==> config.mk <==
export PLATFORM = sky130hd
export DESIGN_NAME = pmod_phase_acc
export DESIGN_NICKNAME = d
export VERILOG_FILES = /design/src/rtl/pmpa_pkg.sv /design/src/rtl/pm_cfg_bank.sv /design/src/rtl/pm_frac_acc.sv /design/src/rtl/pm_phase_reg.sv /design/src/rtl/pmod_phase_acc.sv
export SDC_FILE = /design/constraint.sdc
export NUM_CORES = 1
export LEC_CHECK = 0
export BUFFER_PORTS_ARGS = -buffer_cell sky130_fd_sc_hd__buf_2
export CAP_MARGIN = 20
export CORE_MARGIN = 2
export CORE_UTILIZATION = 57
export CTS_CLUSTER_DIAMETER = 80
export DETAILED_ROUTE_END_ITERATION = 16
export GPL_TIMING_DRIVEN = 0
export PLACE_DENSITY = 0.82
export SLEW_MARGIN = 10
export SYNTH_ARGS = -nofsm -noshare
export SYNTH_HDL_FRONTEND = slang
export SYNTH_SLANG_ARGS = --single-unit
==> constraint.sdc <==
create_clock -name clk -period 15.17 [get_ports clk]
set_input_delay 0.7585 -clock clk [delete_from_list [all_inputs] [get_ports clk]]
set_output_delay 0.7585 -clock clk [all_outputs]
set_load 0.05 [all_outputs]
==> src/rtl/pmpa_pkg.sv <==
package pmpa_pkg;
    localparam int unsigned PM_W     = 32;
    localparam int unsigned PM_AW    = 8;
    localparam int unsigned PM_BASE  = 4;
    localparam int unsigned PM_SLOTS = 3;

    // slot order follows the address order: tuning word, denominator, numerator
    localparam int unsigned SLOT_FTW = 0;
    localparam int unsigned SLOT_DEN = 1;
    localparam int unsigned SLOT_NUM = 2;

    typedef enum logic [1:0] {
        ST_IDLE  = 2'd0,
        ST_PLAIN = 2'd1,
        ST_MOD   = 2'd2
    } pm_state_e;
endpackage

==> src/rtl/pm_cfg_bank.sv <==
module pm_cfg_bank
    import pmpa_pkg::*;
#(
    parameter int unsigned W     = PM_W,
    parameter int unsigned AW    = PM_AW,
    parameter int unsigned BASE  = PM_BASE,
    parameter int unsigned SLOTS = PM_SLOTS
) (
    input  logic          clk,
    input  logic          rst,
    input  logic          wr_en,
    input  logic [AW-1:0] wr_addr,
    input  logic [W-1:0]  wr_data,
    input  logic          upd,
    output logic [W-1:0]  ftw_act,
    output logic [W-1:0]  den_act,
    output logic [W-1:0]  num_act
);
    logic [W-1:0] act_vec [SLOTS];

    for (genvar gi = 0; gi < SLOTS; gi++) begin : g_slot
        localparam logic [AW-1:0] SLOT_ADDR = AW'(BASE + gi);
        logic [W-1:0] stage_q;
        logic [W-1:0] live_q;

        always_ff @(posedge clk) begin
            if (rst) begin
                stage_q <= '0;
                live_q  <= '0;
            end else begin
                if (upd) begin
                    live_q <= stage_q;
                end
                if (wr_en && (wr_addr == SLOT_ADDR)) begin
                    stage_q <= wr_data;
                end
            end
        end

        assign act_vec[gi] = live_q;
    end

    assign ftw_act = act_vec[SLOT_FTW];
    assign den_act = act_vec[SLOT_DEN];
    assign num_act = act_vec[SLOT_NUM];
endmodule

==> src/rtl/pm_frac_acc.sv <==
module pm_frac_acc
    import pmpa_pkg::*;
#(
    parameter int unsigned W = PM_W
) (
    input  logic         clk,
    input  logic         rst,
    input  logic         step,
    input  logic [W-1:0] num,
    input  logic [W-1:0] den,
    output logic         carry,
    output logic [W-1:0] frac
);
    localparam int unsigned SW = W + 1;

    logic [W-1:0]  frac_q;
    logic [SW-1:0] sum;
    logic [SW-1:0] wrapped;

    always_comb begin
        sum     = {1'b0, frac_q} + {1'b0, num};
        carry   = step && (sum >= {1'b0, den});
        wrapped = carry ? (sum - {1'b0, den}) : sum;
    end

    always_ff @(posedge clk) begin
        if (rst) begin
            frac_q <= '0;
        end else if (step) begin
            frac_q <= wrapped[W-1:0];
        end
    end

    assign frac = frac_q;
endmodule

==> src/rtl/pm_phase_reg.sv <==
module pm_phase_reg
    import pmpa_pkg::*;
#(
    parameter int unsigned W = PM_W
) (
    input  logic         clk,
    input  logic         rst,
    input  logic         step,
    input  logic [W-1:0] ftw,
    input  logic         carry,
    output logic [W-1:0] phase
);
    logic [W-1:0] phase_q;

    always_ff @(posedge clk) begin
        if (rst) begin
            phase_q <= '0;
        end else if (step) begin
            phase_q <= phase_q + ftw + W'(carry);
        end
    end

    assign phase = phase_q;
endmodule

==> src/rtl/pmod_phase_acc.sv <==
module pmod_phase_acc
    import pmpa_pkg::*;
#(
    parameter int unsigned W    = PM_W,
    parameter int unsigned AW   = PM_AW,
    parameter int unsigned BASE = PM_BASE
) (
    input  logic          clk,
    input  logic          rst,
    input  logic          run_en,
    input  logic          mod_en,
    input  logic          wr_en,
    input  logic [AW-1:0] wr_addr,
    input  logic [W-1:0]  wr_data,
    input  logic          upd,
    output logic [W-1:0]  phase
);
    pm_state_e    state;
    pm_state_e    state_nxt;
    logic [W-1:0] ftw_act;
    logic [W-1:0] den_act;
    logic [W-1:0] num_act;
    logic [W-1:0] frac;
    logic         carry;
    logic         phase_step;
    logic         frac_step;
    logic         den_ok;

    assign den_ok = (den_act != '0);

    pm_cfg_bank #(.W(W), .AW(AW), .BASE(BASE), .SLOTS(PM_SLOTS)) i_cfg (
        .clk     (clk),
        .rst     (rst),
        .wr_en   (wr_en),
        .wr_addr (wr_addr),
        .wr_data (wr_data),
        .upd     (upd),
        .ftw_act (ftw_act),
        .den_act (den_act),
        .num_act (num_act)
    );

    // mode register
    always_ff @(posedge clk) begin
        if (rst) begin
            state <= ST_IDLE;
        end else begin
            state <= state_nxt;
        end
    end

    // transition choice: every state may reach every state
    always_comb begin
        state_nxt = ST_IDLE;
        unique case (state)
            ST_IDLE, ST_PLAIN, ST_MOD: begin
                if (!run_en) begin
                    state_nxt = ST_IDLE;
                end else if (mod_en && den_ok) begin
                    state_nxt = ST_MOD;
                end else begin
                    state_nxt = ST_PLAIN;
                end
            end
            default: state_nxt = ST_IDLE;
        endcase
    end

    // per-state step controls
    always_comb begin
        phase_step = 1'b0;
        frac_step  = 1'b0;
        unique case (state)
            ST_IDLE:  begin phase_step = 1'b0; frac_step = 1'b0; end
            ST_PLAIN: begin phase_step = 1'b1; frac_step = 1'b0; end
            ST_MOD:   begin phase_step = 1'b1; frac_step = 1'b1; end
            default:  begin phase_step = 1'b0; frac_step = 1'b0; end
        endcase
    end

    pm_frac_acc #(.W(W)) i_frac (
        .clk   (clk),
        .rst   (rst),
        .step  (frac_step),
        .num   (num_act),
        .den   (den_act),
        .carry (carry),
        .frac  (frac)
    );

    pm_phase_reg #(.W(W)) i_phase (
        .clk   (clk),
        .rst   (rst),
        .step  (phase_step),
        .ftw   (ftw_act),
        .carry (carry),
        .phase (phase)
    );
endmodule

==> results of run 1 <==
-- final cells by class --
| cell class | count | area, sq um | share of cell area [%] |
|---|---|---|---|
| plain buffers | 85 | 352 | 2.23 |
| flip-flops and latches | 258 | 5160 | 32.8 |
| repair buffers | 75 | 375 | 2.38 |
| clock buffers | 34 | 722 | 4.58 |
| multi-input cells | 1310 | 8400 | 53.3 |
| inverters | 50 | 188 | 1.19 |
| clock inverters | 14 | 160 | 1.02 |
| well taps | 324 | 405 | 2.57 |
-- state kept, by name, indices dropped and copies added (netlist names) --
signal                cells
state                     2
i_cfg.ftw_act            32
i_cfg.num_act            32
i_cfg.den_act            32
i_cfg.g_slot.stage_q     96
i_phase.phase            32
i_frac.frac              32
-- cells in the mapped netlist, drive strengths merged, types with 23 or more instances --
cell type	count	area, sq um
ha	96	1200
nor2	223	837
mux2i	103	1030
clkbuf	66	248
a21oi	198	1010
a211oi	26	195
nand2	265	997
a21o	34	255
nand3	23	120
xnor2	52	455
dfxtp	258	5160
inv	50	188
o21ai	46	241
-- metal layers --
metal  global-route usage, %  vias up
li1                        -     6178
met1                    37.7     6017
met2                    50.9      415
met3                    3.16      100
met4                    10.9        2
met5                       0        -
-- through the flow --
step | area, sq um | util (%) | hold slack [ns] | setup WS (ns) | power [uW]
2_1_floorplan | 14100 | - | 0.436 | 8.42 | 732
3_3_place_gp | 14900 | 61.2 | 0.444 | 7.03 | 756
3_5_place_dp | 14900 | 61.2 | 0.450 | 6.98 | 756
4_1_cts | 15800 | 64.8 | 0.458 | 6.86 | 1410
5_1_grt | 15800 | 64.8 | 0.473 | 6.50 | 1440
6_report | 15800 | 64.8 | 0.457 | 6.78 | 1410
-- final timing paths --
check | slack, ns | depth (start not counted) | startpoint | end
max reg2reg | 6.78 | 28 | i_cfg.num_act[0] | i_phase.phase[31]
min reg2reg | 0.46 | 2 | i_cfg.g_slot[2].stage_q[10] | i_cfg.g_slot[2].stage_q[10]
min | 0.46 | 2 | i_cfg.g_slot[2].stage_q[10] | i_cfg.g_slot[2].stage_q[10]
max | 6.78 | 28 | i_cfg.num_act[0] | i_phase.phase[31]
-- power by group --
group	total (uW)	switching (uW)	internal [uW]
Combinational	63.6	42.5	21.1
Clock	664	276	388
Sequential	679	0.539	678
-- logic make-up (layout without fill, tap and decap cells) --
group	after synthesis	after routing
mux	103	103
fa+ha+maj	99	99
flops	258	258
buf+inv	135	258
compound gates	415	415
simple gates	619	619
xor+xnor	74	74
-- worst max-delay path: cells and delay by family, from the launching register on --
kind | cells | cell delay [ns]
compound gates | 15 | 4.49
simple gates | 8 | 1.84
fa+ha+maj | 4 | 1.49
flops | 1 | 0.33
xor+xnor | 1 | 0.15
==> results.cfg, run 1 <==
[outcome]
status = finished clean

[cts]
clk_transition_reported_paths_ns = 0.06
htree_levels = 1
hold_buffers = 0
cts_resized = 0
insertion_delay_ns = 0.53
cts.sinks = 258
cts_setup_buffers = 0
numCtsBuffers = 27
cts_tree = done
root_buffer = clkbuf_16
clock_path_buffers = 3

[grt]
antenna_found_initial = 1
overflow = 0
grt_max_degree = 15
track_usage_pct = 29.3
first_global_vias = 12297
grt_pass1_wl_microns = 62300

[placed_design]
place.port_buffers = 75
gp_congestion = 0.957
placed_cells = 2102
hpwl_microns = 29500

[routing]
firstDrtPassIters = 5
post-route-drc-count = 0
wl_met1_microns = 16800
highest_layer = met5
drt_iter0_drc = 821
viasPerCell = 5.91
wl_per_cell_microns = 18.2
drtAntennaViolNets = 0
met3WireLength_microns = 2490
wl_microns = 39100
vias = 12712
wl_met2_microns = 18500

[setup_path]
worstSetupEndpointType = flop
cp_max_fo = 10
critPathLaunchType = flop
required_ns = 15.62
critPathKind = reg2reg
cpMaxStageDelayCell = o311ai_4
critPathArrivalTime_ns = 8.85
max_stage_delay_ns = 0.78

[layout]
final_cell_mix = 264 x nand2_1, 258 x dfxtp_1, 223 x nor2_1
area.growth.synth_to_final_pct = 11.8
final_common_cell = nand2_1
finish.net_count = 1952
nFillCells = 1998
diodes = 0
stdcell_count = 2150
layout-drive-gt1-share_pct = 9.15

[yosys]
synthMuxAreaShare_pct = 7.31
synth_adder_area_share_pct = 8.94
synth_flop_cell = dfxtp_1
synthSimpleGateAreaFrac_pct = 19.0
syn-cell-area_sq_um = 14100
ys_ff_latch = 258
synthArstFlopShare_pct = 0
synth_xor_area_share_pct = 4.60
syn-instance-count = 1703
yosysSeqAreaShare_pct = 36.6
synth-edff-count = 0
synth_compound_area_share_pct = 19.7
syn_avg_cell_area_sq_um = 8.28
synth_nets = 1848
synth_top_family_by_area = compound AO/OA/AOI/OAI gates
yosysWarnings = 0
synth.distinct_cells = 83

[timing]
setup_viol = 0
rsz0062_at_grt = false
fin_crit_sh_pct = 55.3
setup_tns_ns = 0
fmax_mhz = 119
slew_headroom_pct = 33.9
post-route-min-period_ns = 8.39
slew_viol_final = 0
skew_ns = 0.0142
worst_slew_pin_slew_ns = 0.992
hold_viol = 0

[floorplan]
core_area_sq_um = 24300
io_pins = 78
die_y_microns = 161
start_util_pct = 58.0
die_area_sq_um = 26000
die_x_microns = 161
row_count = 57

[power_and_ir_drop]
cellLeakagePower_uw = 0.00662
ir_worst_vdd_uv = 92.6
p_per_area_nw_per_um2 = 89.2

[hold_path]
holdCritPathClass = reg2reg

[job]
drv_cap = 0
No activity file was read; power rests on OpenSTA's default activity.
==> run 2: changes to the inputs <==
--- a/config.mk
+++ b/config.mk
@@ -8,11 +8,11 @@
 export BUFFER_PORTS_ARGS = -buffer_cell sky130_fd_sc_hd__buf_2
 export CAP_MARGIN = 20
 export CORE_MARGIN = 2
-export CORE_UTILIZATION = 57
+export CORE_UTILIZATION = 56
 export CTS_CLUSTER_DIAMETER = 80
 export DETAILED_ROUTE_END_ITERATION = 16
 export GPL_TIMING_DRIVEN = 0
-export PLACE_DENSITY = 0.82
+export PLACE_DENSITY = 0.84
 export SLEW_MARGIN = 10
 export SYNTH_ARGS = -nofsm -noshare
 export SYNTH_HDL_FRONTEND = slang
==> constraint.sdc (replaced) <==
create_clock -name clk -period 7.7 [get_ports clk]
set_input_delay 0.385 -clock clk [delete_from_list [all_inputs] [get_ports clk]]
set_output_delay 0.385 -clock clk [all_outputs]
set_load 0.05 [all_outputs]
==> results.cfg, run 2 (synthesized netlist as in run 1, its figures left out) <==
[outcome]
status = finished clean

[setup_path]
worstSetupEndpointType = flop
reg2regPathDepth = 30
cp_max_fo = 7
regToRegEndpoint = i_phase.phase[31]
critPathKind = reg2reg
worstSetupEndpoint = i_phase.phase[31]
critPathLaunchType = flop
max_stage_delay_ns = 0.50
cpMaxStageDelayCell = a2111oi_4
required_ns = 8.16
startpoint = i_cfg.num_act[0]
critPathArrivalTime_ns = 8.01
reg2reg_slack_ns = 0.15
r2r-start = i_cfg.num_act[0]

[routing]
firstDrtPassIters = 6
viasPerCell = 5.93
wl_per_cell_microns = 18.0
drtAntennaViolNets = 0
wl_microns = 38900
vias = 12804
drt_iter0_drc = 809
post-route-drc-count = 0

[cts]
cts.sinks = 258
cts_tree = done
root_buffer = clkbuf_16
htree_levels = 1
clk_transition_reported_paths_ns = 0.07
numCtsBuffers = 25
hold_buffers = 0
insertion_delay_ns = 0.54
clock_path_buffers = 3

[floorplan]
die_y_microns = 163
die_x_microns = 163
row_count = 58
core_area_sq_um = 25000
die_area_sq_um = 26500
io_pins = 78
start_util_pct = 56.5

[grt]
overflow = 0
grt_pass1_wl_microns = 61400
grt_max_degree = 17
track_usage_pct = 28.7
antenna_found_initial = 0
first_global_vias = 12168

[timing]
fmax_mhz = 133
hold_ws_ns = 0.111
worst_slew_pin_slew_ns = 0.946
slew_viol_final = 0
setup_viol = 0
slew_headroom_pct = 36.8
skew_ns = 0.0179
fin_crit_sh_pct = 98.0
hold_viol = 0
layout_setup_ws_ns = 0.155
post-route-min-period_ns = 7.55
setup_tns_ns = 0

[layout]
layout-drive-gt1-share_pct = 10.2
fin_util_pct = 63.9
diodes = 0
largest_register_ffs = 96
final_area_sq_um = 16000
top_register = i_cfg.g_slot.stage_q
final_cell_mix = 264 x nand2_1, 258 x dfxtp_1, 223 x nor2_1
final_common_cell = nand2_1
finish.net_count = 1956
area.growth.synth_to_final_pct = 13.1

[placed_design]
hpwl_microns = 29100
placed_area_sq_um = 14900
place.port_buffers = 75
gp_congestion = 1.05
dp_slack_ns = -0.362

[hold_path]
holdCritPathClass = in2reg

[power_and_ir_drop]
ir_worst_vdd_uv = 176
cellLeakagePower_uw = 0.00669
p_per_area_nw_per_um2 = 180

[job]
drv_cap = 0
==> run 2: cell types whose count changed in the layout (fill, tap and decap cells not counted), moves of 3 or more <==
cell / before / now
clkbuf_1: 71 / 66
inv_6: 0 / 4
buf_4: 4 / 10
clkinv_2: 5 / 0
bufinv_16: 3 / 6
==> run 2: worst min path at each step <==
stage                                        endpoint  slack [ns]  cells after the start                   startpoint
final                     i_cfg.g_slot[0].stage_q[31]        0.11                      3                  wr_data[31]
after global routing      i_cfg.g_slot[0].stage_q[31]        0.11                      3                  wr_data[31]
after CTS                 i_cfg.g_slot[0].stage_q[31]        0.10                      3                  wr_data[31]
after floorplan            i_cfg.g_slot[0].stage_q[0]        0.44                      2   i_cfg.g_slot[0].stage_q[0]
after global placement    i_cfg.g_slot[1].stage_q[31]        0.44                      2  i_cfg.g_slot[1].stage_q[31]
after detailed placement  i_cfg.g_slot[1].stage_q[28]        0.45                      2  i_cfg.g_slot[1].stage_q[28]
==> run 2: worst max-delay path, delay by kind of cell, from the launching register on <==
kind	cells	cell delay, ns
adders and majority gates	4	1.31
DFF	1	0.34
and+or+nand+nor	8	1.45
xor gates and xnor gates	1	0.14
AOI/OAI and AO/OA	17	4.21
==> run 2: what timing repair did <==
action / in CTS / in global routing
buffers inserted: 1 / 5
pin swaps: 1 / 10
resized for setup: 2 / 12
endpoints found under the setup margin: 10 / 7
==> run 2: layout make-up <==
| class | count | area (sq um) |
|---|---|---|
| Inverter | 50 | 188 |
| Clock buffer | 29 | 681 |
| Fill cell | 1995 | 9010 |
| Multi-Input combinational cell | 1310 | 8460 |
| Tap cell | 330 | 413 |
| Clock inverter | 17 | 273 |
| Buffer | 85 | 352 |
| Sequential cell | 258 | 5160 |
| Timing Repair Buffer | 81 | 420 |
==> run 2: per-stage QoR <==
| stage | instances | power [uW] |
|---|---|---|
| floorplan | 1703 | 1440 |
| global placement | 2108 | 1490 |
| detailed placement | 2108 | 1490 |
| CTS | 2155 | 2870 |
| global route | 2160 | 2940 |
| finish | 2160 | 2870 |
==> run 2: power breakdown <==
part	switching, uW	internal [uW]
sequential	0.975	1340
clock	560	846
combinational	84.3	42.1
total	645	2220
==> run 2: per-layer routing <==
layer	GRT usage, %	up-vias	share of wire [%]
li1	-	6178	-
met1	35.1	5964	41
met2	50.8	531	48
met3	3.92	131	7.5
met4	11.7	0	4.3
met5	0	-	0
==> run 3: changes to the inputs <==
--- a/config.mk
+++ b/config.mk
@@ -5,13 +5,14 @@
 export SDC_FILE = /design/constraint.sdc
 export NUM_CORES = 1
 export LEC_CHECK = 0
-export BUFFER_PORTS_ARGS = -buffer_cell sky130_fd_sc_hd__buf_2
+export BUFFER_PORTS_ARGS = -buffer_cell sky130_fd_sc_hd__buf_4
 export CAP_MARGIN = 20
+export CORE_ASPECT_RATIO = 0.5
 export CORE_MARGIN = 2
 export CORE_UTILIZATION = 56
 export CTS_CLUSTER_DIAMETER = 80
 export DETAILED_ROUTE_END_ITERATION = 16
-export GPL_TIMING_DRIVEN = 0
+export GPL_TIMING_DRIVEN = 1
 export PLACE_DENSITY = 0.84
 export SLEW_MARGIN = 10
 export SYNTH_ARGS = -nofsm -noshare
==> results.cfg, run 3 (synthesized netlist as in run 1, its figures left out) <==
[layout]
final_common_cell = nand2_1
top_register = i_cfg.g_slot.stage_q
nFillCells = 1986
final_area_sq_um = 15800
layout-drive-gt1-share_pct = 10.2
finish.net_count = 1876
area.growth.synth_to_final_pct = 11.7
largest_register_ffs = 96
diodes = 0
final_cell_mix = 264 x nand2_1, 258 x dfxtp_1, 223 x nor2_1

[cts]
insertion_delay_ns = 0.55
root_buffer = clkbuf_16
clk_transition_reported_paths_ns = 0.07
htree_levels = 1
cts_tree = done
cts_setup_buffers = 0
numCtsBuffers = 23
clock_path_buffers = 3
cts.sinks = 258

[grt]
track_usage_pct = 26.1
grt_pass1_wl_microns = 57100
grt_max_degree = 106
antenna_found_initial = 0
overflow = 0
first_global_vias = 11117

[timing]
layout_setup_ws_ns = 0.517
hold_viol = 0
post-route-min-period_ns = 7.18
setup_tns_ns = 0
fin_crit_sh_pct = 93.3
setup_viol = 0
slew_headroom_pct = 30.0
skew_ns = 0.0130
slew_viol_final = 0
rsz0062_at_grt = false
worst_slew_pin_slew_ns = 1.05
fmax_mhz = 139

[floorplan]
row_count = 40
die_area_sq_um = 26500
start_util_pct = 57.9
core_area_sq_um = 24400
die_y_microns = 116
die_x_microns = 228
io_pins = 78

[setup_path]
cpMaxStageDelayCell = o41a_4
required_ns = 8.17
reg2regPathDepth = 29
worstSetupEndpointType = flop
critPathArrivalTime_ns = 7.65
regToRegEndpoint = i_phase.phase[31]
max_stage_delay_ns = 0.49
critPathKind = reg2reg
cp_max_fo = 7
reg2reg_slack_ns = 0.52
critPathLaunchType = flop
r2r-start = i_frac.frac[0]

[routing]
drt_iter0_drc = 1092
wl_microns = 35900
firstDrtPassIters = 5
wl_per_cell_microns = 17.2
drtAntennaViolNets = 0
viasPerCell = 5.86
post-route-drc-count = 0
vias = 12207

[hold_path]
whs_endpoint = i_cfg.g_slot[2].stage_q[8]
min_from = wr_data[8]
hold_depth = 3
holdCritPathClass = in2reg

[power_and_ir_drop]
p_seq_share_pct = 48.1
switchingPower_uw = 633
ir_worst_vdd_uv = 130
sw_frac_of_total_pct = 22.8
cellLeakagePower_uw = 0.00660
power_frac_clock_pct = 47.6
p_per_area_nw_per_um2 = 176
pwr-share-comb_pct = 4.3
internal_power_uw = 2150

[placed_design]
dp_slack_ns = 0.339
hpwl_microns = 25300
gp_congestion = 0.981
place.port_buffers = 77
placed_area_sq_um = 14800

[outcome]
status = finished clean

[job]
drv_cap = 0
run 3: critical path, delay by kind of cell (launching register included):
| kind | cells | cell delay (ns) |
|---|---|---|
| compound gates | 16 | 3.73 |
| simple gates | 8 | 1.51 |
| fa+ha+maj | 4 | 1.42 |
| flops | 1 | 0.32 |
| xor+xnor | 1 | 0.13 |
run 3: worst max path at each step:
stage / startpoint / depth (start not counted) / endpoint / slack [ns]
after floorplan: i_frac.frac[0] / 29 / i_phase.phase[31] / 0.95
after global placement: i_frac.frac[0] / 29 / i_phase.phase[31] / 0.51
after detailed placement: i_frac.frac[0] / 28 / i_phase.phase[31] / 0.34
after CTS: i_frac.frac[0] / 28 / i_phase.phase[31] / 0.28
after global routing: i_frac.frac[0] / 30 / i_phase.phase[31] / 0.06
final: i_frac.frac[0] / 29 / i_phase.phase[31] / 0.52
run 3: routing by layer:
layer	vias to the layer above	track usage, %	part of all wire, %
met3	35	4.17	7.5
met5	-	0	0
met2	419	41.4	43
met1	5732	38.2	48
li1	6021	-	-
met4	0	4.66	1.3
run 3: what timing repair did:
action                                  CTS  global route
hold buffers                              0             0
resized for setup                         0             7
endpoints found under the setup margin    0             7
run 3: final cells by class:
cell class | count | area (sq um) | area share (%)
Clock inverter | 18 | 283 | 1.79
Clock buffer | 24 | 579 | 3.68
Tap cell | 336 | 420 | 2.67
Sequential cell | 258 | 5160 | 32.8
Multi-Input combinational cell | 1310 | 8440 | 53.6
Inverter | 50 | 188 | 1.19
Timing Repair Buffer | 88 | 679 | 4.31
run 3: power groups by stage:
| stage | sequential (uW) | combinational (uW) | clock [uW] |
|---|---|---|---|
| after floorplan | 1370 | 75.5 | 0 |
| after global placement | 1370 | 116 | 0 |
| after detailed placement | 1370 | 116 | 0 |
| after CTS | 1340 | 116 | 1330 |
| after global routing | 1340 | 127 | 1390 |
| final | 1340 | 120 | 1320 |
run 3: metrics by stage:
step | total power (uW) | std cells | utilization, % | hold slack [ns]
after CTS | 2790 | 2083 | 64.4 | 0.0947
after floorplan | 1440 | 1703 | - | 0.436
final | 2780 | 2084 | 64.6 | 0.106
after global placement | 1480 | 2041 | 60.9 | 0.442
after detailed placement | 1480 | 2041 | 60.9 | 0.447
after global routing | 2850 | 2084 | 64.6 | 0.0992
